===== config.mk =====
export PLATFORM = sky130hd
export DESIGN_NAME = vid_window_trap
export DESIGN_NICKNAME = d
export VERILOG_FILES = /design/src/rtl/vid_window_trap.sv
export SDC_FILE = /design/constraint.sdc
export NUM_CORES = 1
export LEC_CHECK = 0
export BUFFER_PORTS_ARGS = -buffer_cell sky130_fd_sc_hd__buf_4
export CAP_MARGIN = 20
export CORE_MARGIN = 2
export CORE_UTILIZATION = 44
export CTS_CLUSTER_DIAMETER = 30
export DETAILED_ROUTE_END_ITERATION = 16
export PLACE_DENSITY = 0.85
export RECOVER_POWER = 50
export SYNTH_ARGS = -nofsm -noshare
export SYNTH_HDL_FRONTEND = slang
export SYNTH_SLANG_ARGS = --single-unit

===== constraint.sdc =====
create_clock -name clk -period 2.51 [get_ports clk]
set_input_delay 0.1255 -clock clk [delete_from_list [all_inputs] [get_ports clk]]
set_output_delay 0.1255 -clock clk [all_outputs]
set_load 0.005 [all_outputs]

===== src/rtl/vid_window_trap.sv =====
module vid_window_trap #(
  parameter int ADDR_W      = 32,
  parameter int WIN_BITS    = 16,
  parameter int REGION_BITS = 5,
  parameter int CNT_W       = 8
) (
  input  logic                       clk,
  input  logic                       rst_n,
  input  logic                       acc_valid,
  input  logic [ADDR_W-1:0]          acc_addr,
  input  logic                       acc_write,
  input  logic                       win_enable,
  input  logic [ADDR_W-WIN_BITS-1:0] win_base,
  input  logic [(1<<REGION_BITS)-1:0] excl_mask,
  input  logic                       trap_ack,
  output logic                       trap_pulse,
  output logic                       trap_pending,
  output logic [ADDR_W-1:0]          trap_addr,
  output logic                       trap_write,
  output logic [CNT_W-1:0]           drop_count
);

  localparam int SUB_W = WIN_BITS - REGION_BITS;
  localparam logic [CNT_W-1:0] CNT_MAX = '1;

  logic [REGION_BITS-1:0] region;
  logic in_window, region_open, hit, busy;

  assign region      = acc_addr[WIN_BITS-1:SUB_W];
  assign in_window   = acc_addr[ADDR_W-1:WIN_BITS] == win_base;
  assign region_open = ~excl_mask[region];
  assign hit         = acc_valid & win_enable & in_window & region_open;
  assign busy        = trap_pending & ~trap_ack;
  assign trap_pulse  = hit & ~busy;

  always_ff @(posedge clk or negedge rst_n) begin
    if (!rst_n) begin
      trap_pending <= 1'b0;
      trap_addr    <= '0;
      trap_write   <= 1'b0;
      drop_count   <= '0;
    end else begin
      if (trap_pulse) begin
        trap_pending <= 1'b1;
        trap_addr    <= acc_addr;
        trap_write   <= acc_write;
        drop_count   <= '0;
      end else begin
        if (trap_ack) trap_pending <= 1'b0;
        if (hit && busy && drop_count != CNT_MAX) drop_count <= drop_count + 1'b1;
      end
    end
  end

  AST_NO_TRAP_DISABLED: assert property (@(posedge clk) disable iff (!rst_n)
    !win_enable |-> !trap_pulse);
  AST_PULSE_NEEDS_VALID: assert property (@(posedge clk) disable iff (!rst_n)
    trap_pulse |-> acc_valid);
  AST_PENDING_AFTER_PULSE: assert property (@(posedge clk) disable iff (!rst_n)
    trap_pulse |=> trap_pending);
  AST_RECORD_HELD: assert property (@(posedge clk) disable iff (!rst_n)
    (trap_pending && !trap_ack) |=> ($stable(trap_addr) && $stable(trap_write)));
  AST_NO_PULSE_WHILE_BUSY: assert property (@(posedge clk) disable iff (!rst_n)
    (trap_pending && !trap_ack) |-> !trap_pulse);
  AST_NO_OVERFLOW: assert property (@(posedge clk) disable iff (!rst_n)
    (drop_count == CNT_MAX && !trap_pulse) |=> drop_count == CNT_MAX);

endmodule


==> reports/metrics.cfg, run 1 <==
[floorplan]
die_h_um = 76.5
die_w_um = 76.5
num_rows = 26
start_util_pct = 45.6
dieArea_mm2 = 0.00585
ios = 129
coreArea_mm2 = 0.00507

[timing]
min_period_ns = 2.02
worst_pin_slew_ns = 1.06
clock.fmax_ghz = 0.494
slew_viol_final = 0
clock_skew_ns = 0.00371
rsz0062_at_grt = no
maxSlewHeadroom_pct = 29.2
fin_ws_ns = 0.485
setup_viol = 0
timing.final.crit_share_pct = 80.7
finalHoldViolCount = 0
setup_tns_ns = 0

[clock_network]
cts_setup_buffers = 0
numCtsBuffers = 5
h-tree-depth = 2
clkTransAtPathRegs_ns = 0.08
clock-sinks = 42
cts-root-buf = clkbuf_8
cts_tree = yes
clk_latency_ns = 0.29
cts_buffer_depth = 2

[detailed_routing]
ant_nets = 0
drtIter0Drc = 91
routed_wl_mm = 5.87
wire_per_inst_um = 15.1
via_count = 1990
route.detailed.drc = 0
via_per_inst = 5.13
first_pass_iters = 4

[setup_path]
cp_slowest_cell = nor4_1
critPathLaunchType = primary input
timing.setup.critical_path_class = primary input to register
cp_cell_sequence = buf_4 > xnor2_1 > nand4_1 > nor4_1 > buf_4 > nand2_2 > nor3_4 > buf_12 > mux2_1
r2r_end = drop_count[5]
critPathMaxStageDelay_ns = 0.48
crit_fanout = 33
worstSetupEndpoint = trap_addr[26]
rr_startpoint = drop_count[0]
reg2reg_slack_ns = 0.60
crit_start = acc_addr[18]
critical_path_required_ns = 2.68
reg2regPathDepth = 7
critPathCaptureType = register
cp.arrival_ns = 2.19
cpMostUsedCell = buf_4

[final_layout]
fillCellCount = 422
area_growth_pct = 47.4
multiInputGateArea_mm2 = 0.00116
diodes = 0
fin_nets = 405
layout.area.seq_mm2 = 0.00105
drive_gt1_share_pct = 50.3

[logic_synthesis]
synth_compound_area_share_pct = 7.84
ys_types = 38
synth_flop_cell = dfrtp_1
synth_xor_area_share_pct = 6.06
synth_top_family_by_area = multiplexers
syn_area_per_cell_um2 = 12.2
yosysSeqAreaShare_pct = 45.4
synth_area_mm2 = 0.00231
synth-seq-cells = 42
synth_edf_count = 0
synthArstFlopShare_pct = 100
syn_nets = 277
synthSimpleGateAreaFrac_pct = 11.8
synth_fa_ha_area_share_pct = 0.541
synth.area.mux_share_pct = 24.1
synthesis.instances = 190
ys.warnings.count = 0

[grt]
overflow = 0
grt_max_degree = 43
grt_pass1_vias = 2076
antenna_found_initial = 0
grt_pass1_wl_mm = 9.76
grt.total_usage_pct = 20.9

[job]
max-cap-violations = 0

[power_and_ir_drop]
p_leak_nw = 1.74
irDropWorstVdd_v = 0.000234
power.density_mw_per_mm2 = 416

[place]
io_buffers = 128
pre_cts_ws_ns = 0.203
hpwl_mm = 4.63
globalplace.congestion = 0.853

[hold_path]
hold_class = primary input to register

[run_status]
status = complete, no violations

==> cells in the mapped netlist (2+ instances only) <==
master    count  area, um2
o31ai_1       4       30.0
nor3_1        3       15.0
nand2_1       3       11.3
nor2_1        5       18.8
mux2i_1      14        140
nand3_1      12       60.1
dfrtp_1      42       1050
o22a_1        2       17.5
a31oi_1       2       12.5
xor2_1        3       26.3
nor2b_1       3       18.8
xnor2_1      13        114
o41ai_2       3       48.8
buf_6         6       67.6
nand2b_1      4       25.0
clkbuf_1      5       18.8
mux2_2       18        203
a22oi_1       3       22.5
inv_1         2       7.51
a21oi_1       5       25.0
mux2_1       15        169
nand4_1       6       37.5
mux4_2        2       45.0
==> cells in the final DEF, fill, tap and decap left out, types with 2 or more instances in the layout <==
cell / instances
a21oi_1: 5
a22oi_1: 3
a31oi_1: 2
buf_4: 109
clkbuf_1: 6
clkbuf_4: 15
clkbuf_8: 6
dfrtp_1: 42
inv_1: 2
mux2_1: 15
mux2_2: 18
mux2i_1: 14
mux4_2: 2
nand2_1: 3
nand2b_1: 4
nand3_1: 12
nand4_1: 6
nor2_1: 5
nor2b_1: 3
nor3_1: 3
o22a_1: 2
o31ai_1: 4
o41ai_2: 3
xnor2_1: 13
xor2_1: 3
==> logic make-up (layout without fill, tap and decap cells) <==
kind of cell | after synthesis | in the layout
and+or+nand+nor | 46 | 46
adders and majority gates | 1 | 1
DFF | 42 | 42
AOI/OAI and AO/OA | 22 | 22
muxes | 49 | 49
buffers and inverters | 14 | 142
xor gates and xnor gates | 16 | 16
==> registers in the layout, indices dropped and copies added (netlist names) <==
| signal | cells |
|---|---|
| trap_pending | 1 |
| trap_addr | 32 |
| drop_count | 8 |
| trap_write | 1 |
==> routing by layer <==
layer | global-route usage (%) | part of all wire [%] | vias to the layer above
met1 | 24.8 | 37 | 934
met2 | 36.0 | 54 | 92
met4 | 7.27 | 2.2 | 0
li1 | - | - | 951
met5 | 0 | 0 | -
met3 | 6.04 | 7.3 | 13
==> power breakdown <==
part	switching (mW)	total (mW)	internal, mW
logic	0.0781	0.203	0.125
clock network	0.223	0.541	0.318
registers	0.0000626	0.676	0.676
==> worst max-delay path: cells and delay by family <==
family	cells	cell delay, ns
buf+inv	3	0.55
xor+xnor	1	0.19
mux	1	0.36
simple gates	4	0.96
==> how the worst min path moves through the flow <==
stage                      from       endpoint  slack (ns)  cells past startpoint
global placement          rst_n  drop_count[1]        0.14                      1
finish              acc_addr[6]   trap_addr[6]        0.05                      2
global route          acc_write     trap_write        0.04                      2
floorplan                 rst_n  drop_count[0]       -0.17                      0
detailed placement        rst_n     trap_write        0.15                      1
CTS                   acc_write     trap_write        0.04                      2
==> timing repair <==
item / CTS / global route
endpoints found under the hold margin: 42 / 0
gates resized for setup: 0 / 0
hold buffers: 1 / 0
==> per-stage QoR <==
| stage | hold slack, ns | instances | instance area (um2) | utilization, % | power [mW] |
|---|---|---|---|---|---|
| after floorplan | -0.170 | 190 | 2310 | - | 0.762 |
| after detailed placement | 0.146 | 380 | 3310 | 65.3 | 0.894 |
| final | 0.0496 | 388 | 3410 | 67.2 | 1.42 |
| after global placement | 0.142 | 380 | 3310 | 65.3 | 0.890 |
| after global routing | 0.0411 | 388 | 3410 | 67.2 | 1.48 |
| after CTS | 0.0420 | 388 | 3440 | 67.7 | 1.44 |
==> final cells by class <==
cell class / count / area share, %
flip-flops and latches: 42 / 30.8
multi-input cells: 134 / 34.1
repair buffers: 133 / 29.0
inverters: 2 / 0.220
clock inverters: 1 / 0.880
well taps: 70 / 2.57
clock buffers: 6 / 2.42
(Power assumes the default switching activity.)
==> run 2, diff against run 1 <==
Clock period 2.51 ns to 1.9 ns, I/O delays scaled along.
==> run 2 against run 1 <==
  * Via count rose by 1.4%
  * Utilization grew 1.4 points
  * Count of clock-buffer cells in the layout unchanged
  * Largest cell class unchanged
==> reports/metrics.cfg, run 2 (synthesis gave the netlist of run 1 again) <==
[timing]
worst_pin_slew_ns = 1.03  ; -0.0306 ns
finalHoldViolCount = 0  ; unchanged
setup_viol = 0  ; unchanged
clock.fmax_ghz = 0.572
rsz0062_at_grt = no
slew_viol_final = 0  ; unchanged
timing.final.crit_share_pct = 92.1
min_period_ns = 1.75
clock_skew_ns = 0.00859  ; +0.00488 ns
maxSlewHeadroom_pct = 31.2  ; +2.0 points

[clock_network]
cts_resized = 0  ; unchanged
h-tree-depth = 2  ; unchanged
cts_tree = yes
numCtsBuffers = 5  ; unchanged
cts-root-buf = clkbuf_8
clk_latency_ns = 0.28  ; about the same
clkTransAtPathRegs_ns = 0.08  ; about the same
clock-sinks = 42  ; unchanged
cts_buffer_depth = 2  ; unchanged

[detailed_routing]
via_per_inst = 5.07  ; -1.1%
route.detailed.drc = 0  ; unchanged
drtIter0Drc = 63  ; -31%
via_count = 2018  ; +1.4%
wire_per_inst_um = 14.4  ; -4.5%
ant_nets = 0  ; unchanged
routed_wl_mm = 5.75  ; -2.0%
first_pass_iters = 4  ; unchanged

[power_and_ir_drop]
irDropWorstVdd_v = 0.000666  ; +180%
p_leak_nw = 1.77  ; +2.0%
power_mw = 1.71  ; +20%
power.density_mw_per_mm2 = 491  ; +18%

[final_layout]
utilization_pct = 68.6  ; +1.4 points
area_growth_pct = 50.5
top_register = trap_addr
largest_reg_flops = 32  ; unchanged
fin_nets = 415  ; +2.5%
diodes = 0  ; unchanged
final_area_mm2 = 0.00348  ; +2.1%
final_cell_mix = buf_4 (119), dfrtp_1 (42), mux2_2 (18), mux2_1 (15)
mostFrequentLayoutCell = buf_4
drive_gt1_share_pct = 52.1  ; +1.8 points
top_regs = trap_addr: 32 flops, drop_count: 8 flops

[grt]
grt_pass1_wl_mm = 9.90  ; +1.5%
grt_max_degree = 43  ; unchanged
grt.total_usage_pct = 20.6  ; -0.24 points
grt_pass1_vias = 2132  ; +2.7%
antenna_found_initial = 0  ; unchanged
overflow = 0  ; unchanged

[place]
io_buffers = 128  ; unchanged
globalplace.congestion = 0.857  ; +0.43%
hpwl_mm = 4.75  ; +2.6%
placed_cell_area_mm2 = 0.00342  ; +3.2%

[floorplan]
coreArea_mm2 = 0.00507  ; unchanged
ios = 129  ; unchanged
die_h_um = 76.5  ; unchanged
dieArea_mm2 = 0.00585  ; unchanged
num_rows = 26  ; unchanged
die_w_um = 76.5  ; unchanged
start_util_pct = 45.6  ; unchanged

[setup_path]
crit_family = simple AND/OR/NAND/NOR gates
cp_slowest_cell = dfrtp_1
timing.setup.critical_path_class = register to register
cp_num_buf_inv = 0  ; -3
cp.arrival_ns = 1.93  ; -0.26 ns
critical_path_required_ns = 2.08  ; -0.60 ns
cp_cell_sequence = ha_1 > nand3_1 > or3_1 > and4_1 > a31oi_1 > o31ai_1 > o41ai_2
critPathCaptureType = register
crit_fanout = 5  ; -85%
critPathMaxStageDelay_ns = 0.42  ; -0.06 ns
critPathLaunchType = register

[hold_path]
hold_class = primary input to register

[job]
max-cap-violations = 0  ; unchanged

[run_status]
status = complete, no violations

run 2: final timing paths:
path / start / endpoint / slack (ns) / cells after the start
setup / recovery: drop_count[1] / drop_count[5] / 0.15 / 7
hold / removal: acc_addr[7] / trap_addr[7] / 0.03 / 2
setup reg to reg: drop_count[1] / drop_count[5] / 0.15 / 7
hold reg to reg: trap_addr[7] / trap_addr[7] / 0.49 / 1
max in group asynchronous: rst_n / drop_count[5] / 0.73 / 2
min in group asynchronous: rst_n / trap_addr[20] / 0.53 / 2
run 2: per-stage QoR:
| stage | worst slack [ns] | TNS (ns) | hold WS (ns) | instances |
|---|---|---|---|---|
| finish | 0.150 | 0 | 0.0266 | 398 |
| detailed placement | -0.128 | -3.74 | 0.118 | 390 |
| global placement | -0.0299 | -0.650 | 0.109 | 390 |
| CTS | 0.147 | 0 | 0.0196 | 398 |
| global route | 0.0324 | 0 | 0.0137 | 398 |
| floorplan | -0.0429 | -1.11 | -0.201 | 190 |
run 2: per-layer routing:
layer	vias up	routed length (um)	GRT usage, %
li1	967	-	-
met1	963	2220	24.1
met2	82	3080	37.5
met3	6	400	5.57
met4	0	54	4.91
met5	-	0	0
run 2: power breakdown:
group	total [mW]	internal, mW	switching (mW)
Clock	0.535	0.252	0.283
Sequential	0.893	0.893	0.0000811
Combinational	0.282	0.175	0.107
run 2: final cells by class:
class,count,area [um2]
Clock buffer,6,72.6
Timing Repair Buffer,143,1060
Inverter,2,7.51
Tap cell,70,87.6
Fill cell,431,1590
Multi-Input combinational cell,134,1190
Clock inverter,1,7.51
Sequential cell,42,1050
run 2: repair_timing:
action	in CTS	in global routing
setup buffers	0	0
hold buffers	1	0
hold endpoints to repair	42	0
